File: src/rtl/cic_pkg.sv
package cic_pkg;
   localparam logic [2:0] A_CTRL  = 3'd0;
   localparam logic [2:0] A_MMASK = 3'd1;
   localparam logic [2:0] A_PMASK = 3'd2;
   localparam logic [2:0] A_STAT  = 3'd3;
   localparam logic [2:0] A_DPEND = 3'd4;
   localparam logic [2:0] A_DMASK = 3'd5;
   localparam int MASTER_BIT  = 12;
   localparam int ROUTE_BIT   = 0;
   localparam int CRIT_ACK    = 10;
   localparam int CASCADE_BIT = 12;
   localparam logic [31:0] CTRL_STORE = 32'h00FF_1F01;
   typedef enum logic [1:0] {
      SENSE_HIGH = 2'd0, SENSE_RISE = 2'd1, SENSE_FALL = 2'd2, SENSE_LOW = 2'd3
   } sense_e;
endpackage

File: src/rtl/cic_ext_line.sv
module cic_ext_line
   import cic_pkg::*;
(
   input  logic       clk,
   input  logic       rst_n,
   input  logic       pin,
   input  logic [1:0] mode,
   input  logic       clr,
   output logic       req,
   output logic       latched
);
   logic prev_q, lat_q, set;
   sense_e m;

   assign m = sense_e'(mode);

   always_comb begin
      case (m)
         SENSE_RISE: set = pin & ~prev_q;
         SENSE_FALL: set = ~pin & prev_q;
         default:    set = 1'b0;
      endcase
   end

   always_ff @(posedge clk or negedge rst_n) begin
      if (!rst_n) begin
         prev_q <= 1'b0;
         lat_q  <= 1'b0;
      end else begin
         prev_q <= pin;
         lat_q  <= (lat_q & ~clr) | set;
      end
   end

   always_comb begin
      case (m)
         SENSE_HIGH: req = pin;
         SENSE_LOW:  req = ~pin;
         default:    req = lat_q;
      endcase
   end
   assign latched = lat_q;

   a_r4_clear_empties: assert property (@(posedge clk) disable iff (!rst_n)
      (clr && !set) |=> !lat_q);
   a_r10_set_wins: assert property (@(posedge clk) disable iff (!rst_n)
      set |=> lat_q);
endmodule

File: src/rtl/cic_lowest.sv
module cic_lowest #(
   parameter int W  = 4,
   localparam int IW = (W > 1) ? $clog2(W) : 1
) (
   input  logic [W-1:0]  req,
   output logic          valid,
   output logic [IW-1:0] idx
);
   always_comb begin
      valid = 1'b0;
      idx   = '0;
      for (int i = W - 1; i >= 0; i--) begin
         if (req[i]) begin
            valid = 1'b1;
            idx   = IW'(i);
         end
      end
   end
endmodule

File: src/rtl/cascade_intc.sv
module cascade_intc
   import cic_pkg::*;
#(
   parameter int N_MAIN = 12,
   parameter int N_PER  = 23,
   parameter int N_DMA  = 32
) (
   input  logic              clk,
   input  logic              rst_n,
   input  logic              bus_we,
   input  logic [2:0]        bus_addr,
   input  logic [31:0]       bus_wdata,
   output logic [31:0]       bus_rdata,
   input  logic [3:0]        ext_irq,
   input  logic              crit_src,
   input  logic [N_MAIN-1:0] main_src,
   input  logic [N_PER-1:0]  per_src,
   input  logic [N_DMA-1:0]  dma_src,
   output logic              irq_o,
   output logic              irq_crit_o
);
   localparam int MAIN_CODES = 5 + N_MAIN;
   localparam int PER_CODES  = 1 + N_PER;
   localparam int MIW = $clog2(MAIN_CODES);
   localparam int PIW = $clog2(PER_CODES);

   generate
      if (N_MAIN < 1 || N_MAIN > 12) begin : g_bad_main
         $error("N_MAIN must be 1..12");
      end
      if (N_PER < 1 || N_PER > 31) begin : g_bad_per
         $error("N_PER must be 1..31");
      end
      if (N_DMA < 1 || N_DMA > 32) begin : g_bad_dma
         $error("N_DMA must be 1..32");
      end
   endgenerate

   logic [31:0] ctrl_q, mmask_q, pmask_q, dpend_q, dmask_q;
   logic        crit_pend_q;
   logic        wr_ctrl, wr_stat, wr_dpend;
   logic [31:0] dma_set;

   assign wr_ctrl  = bus_we && (bus_addr == A_CTRL);
   assign wr_stat  = bus_we && (bus_addr == A_STAT);
   assign wr_dpend = bus_we && (bus_addr == A_DPEND);
   assign dma_set  = 32'(dma_src);

   always_ff @(posedge clk or negedge rst_n) begin
      if (!rst_n) begin
         ctrl_q      <= '0;
         mmask_q     <= '1;
         pmask_q     <= '1;
         dmask_q     <= '1;
         dpend_q     <= '0;
         crit_pend_q <= 1'b0;
      end else begin
         if (wr_ctrl) ctrl_q <= bus_wdata & CTRL_STORE;
         if (bus_we && bus_addr == A_MMASK) mmask_q <= bus_wdata;
         if (bus_we && bus_addr == A_PMASK) pmask_q <= bus_wdata;
         if (bus_we && bus_addr == A_DMASK) dmask_q <= bus_wdata;
         dpend_q     <= (dpend_q & ~(wr_dpend ? bus_wdata : 32'h0)) | dma_set;
         crit_pend_q <= (crit_pend_q & ~(wr_stat && bus_wdata[CRIT_ACK])) | crit_src;
      end
   end

   // external pins
   logic [3:0] line_req, line_lat, ext_act;
   for (genvar n = 0; n < 4; n++) begin : g_line
      cic_ext_line u_line (
         .clk     (clk),
         .rst_n   (rst_n),
         .pin     (ext_irq[n]),
         .mode    (ctrl_q[23-2*n -: 2]),
         .clr     (wr_ctrl && bus_wdata[27-n]),
         .req     (line_req[n]),
         .latched (line_lat[n])
      );
      assign ext_act[n] = line_req[n] & ctrl_q[11-n] & ctrl_q[MASTER_BIT];
   end

   // critical class
   logic [3:0] crit_req;
   logic       crit_v;
   logic [1:0] crit_idx;
   assign crit_req = {crit_pend_q, 2'b00, ext_act[0]};
   cic_lowest #(.W(4)) u_crit (.req(crit_req), .valid(crit_v), .idx(crit_idx));

   // peripheral class, code 0 is the DMA group
   logic [PER_CODES-1:0] per_req;
   logic                 per_v;
   logic [PIW-1:0]       per_idx;
   assign per_req[0] = (|(dpend_q & ~dmask_q)) & ~pmask_q[31];
   for (genvar n = 1; n < PER_CODES; n++) begin : g_per
      assign per_req[n] = per_src[n-1] & ~pmask_q[31-n];
   end
   cic_lowest #(.W(PER_CODES)) u_per (.req(per_req), .valid(per_v), .idx(per_idx));

   // main class, code 4 is the peripheral cascade
   logic [MAIN_CODES-1:0] main_req;
   logic                  main_v;
   logic [MIW-1:0]        main_idx;
   assign main_req[0]   = 1'b0;
   assign main_req[3:1] = ext_act[3:1];
   assign main_req[4]   = per_v & ~mmask_q[CASCADE_BIT];
   for (genvar n = 5; n < MAIN_CODES; n++) begin : g_main
      assign main_req[n] = main_src[n-5] & ~mmask_q[16-n];
   end
   cic_lowest #(.W(MAIN_CODES)) u_main (.req(main_req), .valid(main_v), .idx(main_idx));

   logic [31:0] status;
   always_comb begin
      status        = '0;
      status[10]    = crit_v;
      status[9:8]   = crit_idx;
      status[21]    = main_v;
      status[20:16] = 5'(main_idx);
      status[29]    = per_v;
      status[28:24] = 5'(per_idx);
   end

   always_comb begin
      case (bus_addr)
         A_CTRL:  bus_rdata = ctrl_q | {4'b0, line_lat[0], line_lat[1], line_lat[2], line_lat[3], 24'b0};
         A_MMASK: bus_rdata = mmask_q;
         A_PMASK: bus_rdata = pmask_q;
         A_STAT:  bus_rdata = status;
         A_DPEND: bus_rdata = dpend_q;
         A_DMASK: bus_rdata = dmask_q;
         default: bus_rdata = '0;
      endcase
   end

   assign irq_crit_o = crit_v & ctrl_q[ROUTE_BIT];
   assign irq_o      = main_v | per_v | (crit_v & ~ctrl_q[ROUTE_BIT]);

   a_r2_reported_unmasked: assert property (@(posedge clk) disable iff (!rst_n)
      per_v |-> !pmask_q[31 - int'(per_idx)]);
   a_r6_main_lowest: assert property (@(posedge clk) disable iff (!rst_n)
      main_v |-> (main_req[main_idx] &&
                  ((main_req & ~({MAIN_CODES{1'b1}} << main_idx)) == '0)));
   a_r9_crit_route: assert property (@(posedge clk) disable iff (!rst_n)
      irq_crit_o |-> (crit_v && ctrl_q[ROUTE_BIT] && !(irq_o && !main_v && !per_v)));
   a_r9_normal_out: assert property (@(posedge clk) disable iff (!rst_n)
      (main_v || per_v) |-> irq_o);
   a_r8_dma_clear: assert property (@(posedge clk) disable iff (!rst_n)
      (wr_dpend && bus_wdata == 32'hFFFF_FFFF && dma_src == '0) |=> (dpend_q == '0));
   a_r5_crit_ack: assert property (@(posedge clk) disable iff (!rst_n)
      (wr_stat && bus_wdata[CRIT_ACK] && !crit_src) |=> !crit_pend_q);
   a_r10_crit_set_wins: assert property (@(posedge clk) disable iff (!rst_n)
      crit_src |=> crit_pend_q);
endmodule

File: config.mk
export PLATFORM = sky130hd
export DESIGN_NAME = cascade_intc
export DESIGN_NICKNAME = d
export VERILOG_FILES = /design/src/rtl/cic_pkg.sv /design/src/rtl/cic_ext_line.sv /design/src/rtl/cic_lowest.sv /design/src/rtl/cascade_intc.sv
export SDC_FILE = /design/constraint.sdc
export NUM_CORES = 1
export LEC_CHECK = 0
export BUFFER_PORTS_ARGS = -buffer_cell sky130_fd_sc_hd__clkbuf_2
export CAP_MARGIN = 20
export CORE_MARGIN = 4
export CORE_UTILIZATION = 61
export CTS_CLUSTER_DIAMETER = 40
export DETAILED_ROUTE_END_ITERATION = 12
export MAX_ROUTING_LAYER = met4
export PLACE_DENSITY = 0.86
export SYNTH_ARGS = -nofsm -noshare
export SYNTH_HDL_FRONTEND = slang
export SYNTH_SLANG_ARGS = --single-unit
File: constraint.sdc
create_clock -name clk -period 4.24 [get_ports clk]
set_input_delay 1.272 -clock clk [delete_from_list [all_inputs] [get_ports clk]]
set_output_delay 1.272 -clock clk [all_outputs]
set_load 0.005 [all_outputs]
; ---- Word-level counts from Yosys, hierarchy flattened
; Cells that the tools add are included.
[op_classes]
n_mux = 94
bitwise = 124
reduce_logical = 17
eq_ne = 17
[ops]
columns = operator, count
row1 = 5-bit 2-to-1 mux, 40
row2 = 32-bit one-hot mux with 6 select lines, 1
row3 = 32-bit AND, 2
row4 = 32-bit NOT, 2
row5 = 1-bit AND, 60
row6 = 1-bit NOT, 51
row7 = 1-bit 2-to-1 mux, 42
row8 = 32-bit 2-to-1 mux, 1
row9 = 32-bit OR, 1
row10 = 32-bit OR reduction, 1
row11 = 24-bit by 28-bit OR with 28-bit output, 1
row12 = 2-bit == test (second input constant), 8
row13 = 1-bit one-hot mux with 2 select lines, 8
row14 = 1-bit logical AND, 11
row15 = 2-bit by 1-bit == test with 1-bit output (second input constant), 4
row16 = 2-bit logical NOT, 4
row17 = 1-bit OR, 7
row18 = 3-bit by 2-bit == test with 1-bit output (second input constant), 2
row19 = 3-bit == test (second input constant), 2
row20 = 2-bit 2-to-1 mux, 2
row21 = 3-bit by 1-bit == test with 1-bit output (second input constant), 1
row22 = 3-bit logical NOT, 1
[word_totals]
ff_bits = 151
elab_cells = 266
input_bits = 110
output_inout_bits = 34

; ---- Longest topological paths before layout
[logic_depth]
depth_word = 33
depth_mapped = 8
mapped_depth_nobuf = 8

; ---- Modules after synthesis
; From an unflattened synthesis, not the netlist that was laid out.
[unflattened]
cells_unflattened = 738
area_unflattened_um2 = 8090.3
[modules_own_cells]
columns = mod, area_per_inst_um2, cells_per_inst, seq_area_each_um2, instances
row1 = cascade_intc, 6952.9, 589, 3698.5, 1
row2 = cic_ext_line, 155.1, 15, 50.0, 4
row3 = cic_lowest (u_per), 291.5, 47, 0.0, 1
row4 = cic_lowest (u_main), 190.2, 35, 0.0, 1
row5 = cic_lowest (u_crit), 35.0, 7, 0.0, 1

; ---- Worst setup path before layout
; OpenSTA, ideal clock, no wires.
[synth_timing]
path_kind = input port to output port
start = input per_src[12]
end = output bus_rdata[19]
t_arrival_ps = 2432
path_buffers = 0
path_slack_ps = 536
t_required_ps = 2968
cell_stages = 6
cell_sequence = nor2b_1 or2_4 nor4_4 nand3_2 o21bai_2 a41o_1
[synth_between]
elab_chain_len = 21
[synth_rtl]
columns = item, line
row1 = from (decl), cascade_intc.sv:17  ; input logic [N_PER-1:0] per_src,
row2 = 1-bit AND, cascade_intc.sv:95  ; assign per_req[n] = per_src[n-1] & ~pmask_q[31-n];
row3 = 1-bit 2-to-1 mux (14 in series), cic_lowest.sv:13  ; if (req[i]) begin
row4 = 1-bit AND, cascade_intc.sv:105  ; assign main_req[4] = per_v & ~mmask_q[CASCADE_BIT];
row5 = 5-bit 2-to-1 mux (4 in series), cic_lowest.sv:13
row6 = 32-bit one-hot mux with 6 select lines, cascade_intc.sv:123  ; case (bus_addr)
row7 = to (decl), cascade_intc.sv:13  ; output logic [31:0] bus_rdata,
; Every way passes these cells.

; ---- Worst setup path in the final report
[layout_timing]
start = input ext_irq[1]
end = output bus_rdata[20]
[layout_between]
elab_chain_len = 6
[layout_rtl]
columns = item, line
row1 = from (decl), cascade_intc.sv:14  ; input logic [3:0] ext_irq,
row2 = 1-bit NOT, cic_ext_line.sv:38  ; SENSE_LOW: req = ~pin;
row3 = 1-bit one-hot mux with 2 select lines (*), cic_ext_line.sv:36  ; case (m)
row4 = 1-bit AND (*) (2 in series), cascade_intc.sv:79  ; assign ext_act[n] = line_req[n] & ctrl_q[11-n] & ctrl_q[MASTER_BIT];
row5 = 5-bit 2-to-1 mux (*), cic_lowest.sv:13
row6 = 32-bit one-hot mux with 6 select lines (*), cascade_intc.sv:123
; Mark *: on every way between the ends. The rest lies on a longest branch, timed or not.

==> impl_metrics.prom <==
# TYPE chip_impl_metric gauge
chip_impl_metric{name="core.rowCount",unit=""} 42
chip_impl_metric{name="worst-endpoint-required",unit="ps"} 2970
chip_impl_info{name="synthDominantAreaCellType",value="dfstp_2"} 1
chip_impl_info{name="crit_path_start_kind",value="primary input"} 1
chip_impl_info{name="worst_reg2reg_startpoint",value="ctrl_q[16]"} 1
chip_impl_metric{name="route.vias.total",unit=""} 6904
chip_impl_metric{name="maxSlewViolCount",unit=""} 0
chip_impl_metric{name="route.antenna.remaining_nets",unit=""} 0
chip_impl_metric{name="drt-initial-drc-count",unit=""} 751
chip_impl_metric{name="weighted_congestion_at_the_end_of_routability_driven_global_placement",unit=""} 0.9564
chip_impl_info{name="worstSetupEndpoint",value="bus_rdata[20]"} 1
chip_impl_metric{name="detail_route.wl_per_cell",unit="microns"} 22.87
chip_impl_metric{name="route.detailed.drc",unit=""} 0
chip_impl_metric{name="io_buffer_count",unit=""} 143
chip_impl_metric{name="synth.yosys.warnings",unit=""} 0
chip_impl_metric{name="post-cts-setup-buffers",unit=""} 0
chip_impl_metric{name="internal_power",unit="uW"} 3392
chip_impl_metric{name="period_needed",unit="ps"} 4217
chip_impl_metric{name="diodes",unit=""} 0
chip_impl_metric{name="p_sw_share",unit="%"} 28.65
chip_impl_metric{name="worstSkewPairLatency",unit="ps"} 430
chip_impl_metric{name="netSwitchingPower",unit="uW"} 1362
chip_impl_info{name="worst_path_dominant_cell_family",value="multiplexers"} 1
chip_impl_metric{name="layout-drive-gt1-share",unit="%"} 50.00
chip_impl_info{name="grt_most_used_layer",value="met2"} 1
chip_impl_metric{name="grt_max_degree",unit=""} 82
chip_impl_info{name="critical_path_startpoint",value="ext_irq[1]"} 1
chip_impl_metric{name="post_synth_xor_area_fraction",unit="%"} 0
chip_impl_metric{name="die_w",unit="microns"} 124.5
chip_impl_metric{name="clock_edge_transition_at_the_registers_on_the_reported_setup_and_hold_paths",unit="ps"} 60
chip_impl_metric{name="nets_in_the_synthesized_netlist",unit=""} 865
chip_impl_metric{name="timing.critical_path.buf_inv",unit=""} 2
chip_impl_metric{name="synthToLayoutAreaGrowth",unit="%"} 20.53
chip_impl_info{name="most-common-layout-cells",value="clkbuf_2 (141), mux2_2 (105), dfstp_2 (96)"} 1
chip_impl_metric{name="met1_track_utilization_from_global_routing",unit="%"} 41.83
chip_impl_metric{name="post_synth_fa_ha_maj_area_fraction",unit="%"} 2.417
chip_impl_metric{name="die_height",unit="microns"} 124.5
chip_impl_info{name="min_path_type",value="flop to flop"} 1
chip_impl_metric{name="finish.cell_count_without_fillers",unit=""} 1090
chip_impl_info{name="crit_slowest_cell",value="mux2_2"} 1
chip_impl_metric{name="core",unit="sq um"} 13300
chip_impl_metric{name="clock-sinks",unit=""} 151
chip_impl_metric{name="vdd_drop_max",unit="V"} 0.0003236
chip_impl_metric{name="grt.overflow.total",unit=""} 0
chip_impl_info{name="cts_tree",value="yes"} 1
chip_impl_metric{name="finalHoldViolations",unit=""} 0
chip_impl_metric{name="cts_max_level",unit=""} 4
chip_impl_info{name="rsz0062_at_grt",value="yes"} 1
chip_impl_info{name="cell_breakdown_of_the_critical_path",value="clkbuf_2, mux2_2, mux2i_1, nor2_1, nor3_2, nand4_1, o21ai_1, clkbuf_2"} 1
chip_impl_metric{name="pwr-share-clk",unit="%"} 34.2
chip_impl_metric{name="achievable-frequency",unit="MHz"} 237.1
chip_impl_info{name="cp-end-kind",value="output port"} 1
chip_impl_info{name="critical-path-top-cell-by-count",value="clkbuf_2"} 1
chip_impl_metric{name="dpl.hpwl",unit="mm"} 17.87
chip_impl_metric{name="ff2ff_path_depth",unit=""} 5
chip_impl_metric{name="yosys.area_share.simple",unit="%"} 12.10
chip_impl_info{name="ys.flop_type",value="dfstp_2"} 1
chip_impl_metric{name="final.setup_skew",unit="ps"} 5.472
chip_impl_metric{name="crit_path_max_incr_delay",unit="ps"} 330
chip_impl_metric{name="synthesis.instances",unit=""} 739
chip_impl_metric{name="cts_max_path_buffers",unit=""} 2
chip_impl_metric{name="synth_seq_cells",unit=""} 151
chip_impl_metric{name="timing.critical_path.fanout_max",unit=""} 4
chip_impl_metric{name="via_count_of_the_first_global_routing_pass",unit=""} 7116
chip_impl_metric{name="power_frac_seq",unit="%"} 43.8
chip_impl_metric{name="design.final.nets",unit=""} 1027
chip_impl_metric{name="grt_antenna_before_repair",unit=""} 0
chip_impl_metric{name="firstDrtPassIters",unit=""} 5
chip_impl_metric{name="die_area",unit="sq um"} 15510
chip_impl_info{name="status",value="finished clean"} 1
chip_impl_metric{name="worst_ep_arrival_time",unit="ps"} 2950
chip_impl_metric{name="hold_slack",unit="ps"} 486.7
chip_impl_metric{name="power.static_leakage",unit="uW"} 0.004388
chip_impl_metric{name="drt-vias-per-instance",unit=""} 6.334
chip_impl_metric{name="synth_top_area_share",unit="%"} 30.46
chip_impl_metric{name="compound_gate_fraction_of_synth_area",unit="%"} 13.93
chip_impl_metric{name="synth.area.mux_share",unit="%"} 20.05
chip_impl_metric{name="gr-usage-met2",unit="%"} 50.38
chip_impl_metric{name="power_frac_comb",unit="%"} 22.0
chip_impl_info{name="layout_commonest_cell",value="clkbuf_2"} 1
chip_impl_metric{name="relSlewSlack",unit="%"} 49.89
chip_impl_metric{name="reg2reg_setup_slack",unit="ps"} 2940
chip_impl_metric{name="globalRouteTotalUtil",unit="%"} 33.12
chip_impl_info{name="setup.worst_path.class",value="primary input to output port"} 1
chip_impl_metric{name="cts_made_buffers",unit=""} 17
chip_impl_metric{name="tightest_slew",unit="ps"} 751.7
chip_impl_metric{name="cts_hold_buf",unit=""} 0
chip_impl_info{name="synth_top_family_by_area",value="multiplexers"} 1
chip_impl_metric{name="cellPowerDensity",unit="nW/um^2"} 476.2
chip_impl_metric{name="synth_area_per_cell",unit="sq um"} 11.21
chip_impl_metric{name="async_set_or_reset_flop_fraction_in_the_synthesized_netlist",unit="%"} 100.0
chip_impl_metric{name="initial_core_util",unit="%"} 62.29
chip_impl_metric{name="synth_edf_count",unit=""} 0
chip_impl_info{name="ctsRootBufferMaster",value="clkbuf_16"} 1
chip_impl_metric{name="grt_first_pass_wirelength",unit="mm"} 38.70
chip_impl_metric{name="synth_cell_types",unit=""} 60
chip_impl_metric{name="max_cap_violations",unit=""} 0
chip_impl_metric{name="number_of_endpoints_failing_setup_at_the_final_stage",unit=""} 0
chip_impl_metric{name="cp.depth",unit=""} 8
chip_impl_metric{name="post-place-cells",unit=""} 1058
chip_impl_metric{name="route.final.wire_length",unit="mm"} 24.92
chip_impl_info{name="synth.area.top_cells",value="dfstp_2 (30%), dfrtp_1 (17%), mux2_2 (14%)"} 1
chip_impl_metric{name="final_period_utilization",unit="%"} 99.47
chip_impl_info{name="worst_r2r_endpoint",value="g_line[3].u_line.latched"} 1
chip_impl_metric{name="netlist_area",unit="sq um"} 8282
chip_impl_metric{name="yosysSeqAreaShare",unit="%"} 47.08
chip_impl_metric{name="boundaryPins",unit=""} 144
chip_impl_metric{name="groute.layer.met3.usage",unit="%"} 8.533
-- through the flow --
stage	setup WS, ps	cell area [sq um]	util [%]	TNS (ps)	total power, uW
floorplan	535.8	8282	-	0	2671
global placement	17.96	9319	70.09	0	3045
detailed placement	-27.99	9319	70.09	-42.38	3098
CTS	28.12	9956	74.88	0	4729
global route	-47.47	9982	75.08	-82.00	4933
finish	22.53	9982	75.08	0	4754
-- power by group through the flow --
stage               Sequential [uW]  Combinational [uW]  Clock [uW]
floorplan                      1990                 677           0
global placement               2070                 978           0
detailed placement             2090                1010           0
CTS                            2070                1030        1630
global route                   2110                1130        1690
finish                         2080                1040        1630
-- what timing repair did --
action | in CTS | in global routing
gates resized for setup | 1 | 6
pin swaps | 0 | 1
setup endpoints to repair | 2 | 7
-- state kept, by name (all words and copies together) (netlist names) --
signal	cells
pmask_q	32
crit_pend_q	1
dmask_q	32
g_line.u_line.prev_q	4
mmask_q	32
ctrl_q	14
g_line.u_line.latched	4
dpend_q	32
-- routing by layer --
layer	part of all wire [%]	up-vias	wire length, microns
met3	9.4	83	2334
li1	-	2989	-
met1	39	3425	9760
met4	4.0	0	1005
met5	0	-	0
met2	47	407	11820
-- how the worst min path moves through the flow --
stage	slack, ps	from	end	depth (start not counted)
2_1_floorplan	450	dpend_q[14]	dpend_q[14]	1
3_3_place_gp	460	dpend_q[14]	dpend_q[14]	1
3_5_place_dp	470	dpend_q[14]	dpend_q[14]	1
4_1_cts	490	dpend_q[14]	dpend_q[14]	1
5_1_grt	520	dpend_q[14]	dpend_q[14]	1
6_report	490	dpend_q[14]	dpend_q[14]	1
-- final cells by class --
| class | instances | area (sq um) |
|---|---|---|
| repair buffers | 177 | 1015 |
| clock inverters | 11 | 171.4 |
| flip-flops and latches | 151 | 3899 |
| inverters | 45 | 168.9 |
| fillers | 872 | 3313 |
| well taps | 176 | 220.2 |
| multi-input cells | 509 | 4048 |
| clock buffers | 21 | 460.4 |
-- logic make-up (layout without fill, tap and decap cells) --
| logic type | after synthesis | in the layout |
|---|---|---|
| muxes | 136 | 136 |
| adders and majority gates | 16 | 16 |
| DFF | 151 | 151 |
| AOI/OAI and AO/OA | 175 | 175 |
| buffers and inverters | 79 | 254 |
| and+or+nand+nor | 182 | 182 |
-- synthesized netlist by cell type (9+ instances only) --
library cell and n:
a21o_1 13, nor2b_1 14, mux4_2 13, mux2i_1 14, dfrtp_1 55, o21ai_0 44, nand2_1 61, buf_2 17
a22oi_1 25, nor2_1 17, dfstp_2 96, ha_1 16, a22o_1 9, o22ai_1 21, or2_2 17, nand2b_1 26
inv_1 44, a21oi_1 28, mux2_2 105
No activity file was read; power rests on OpenSTA's default activity.
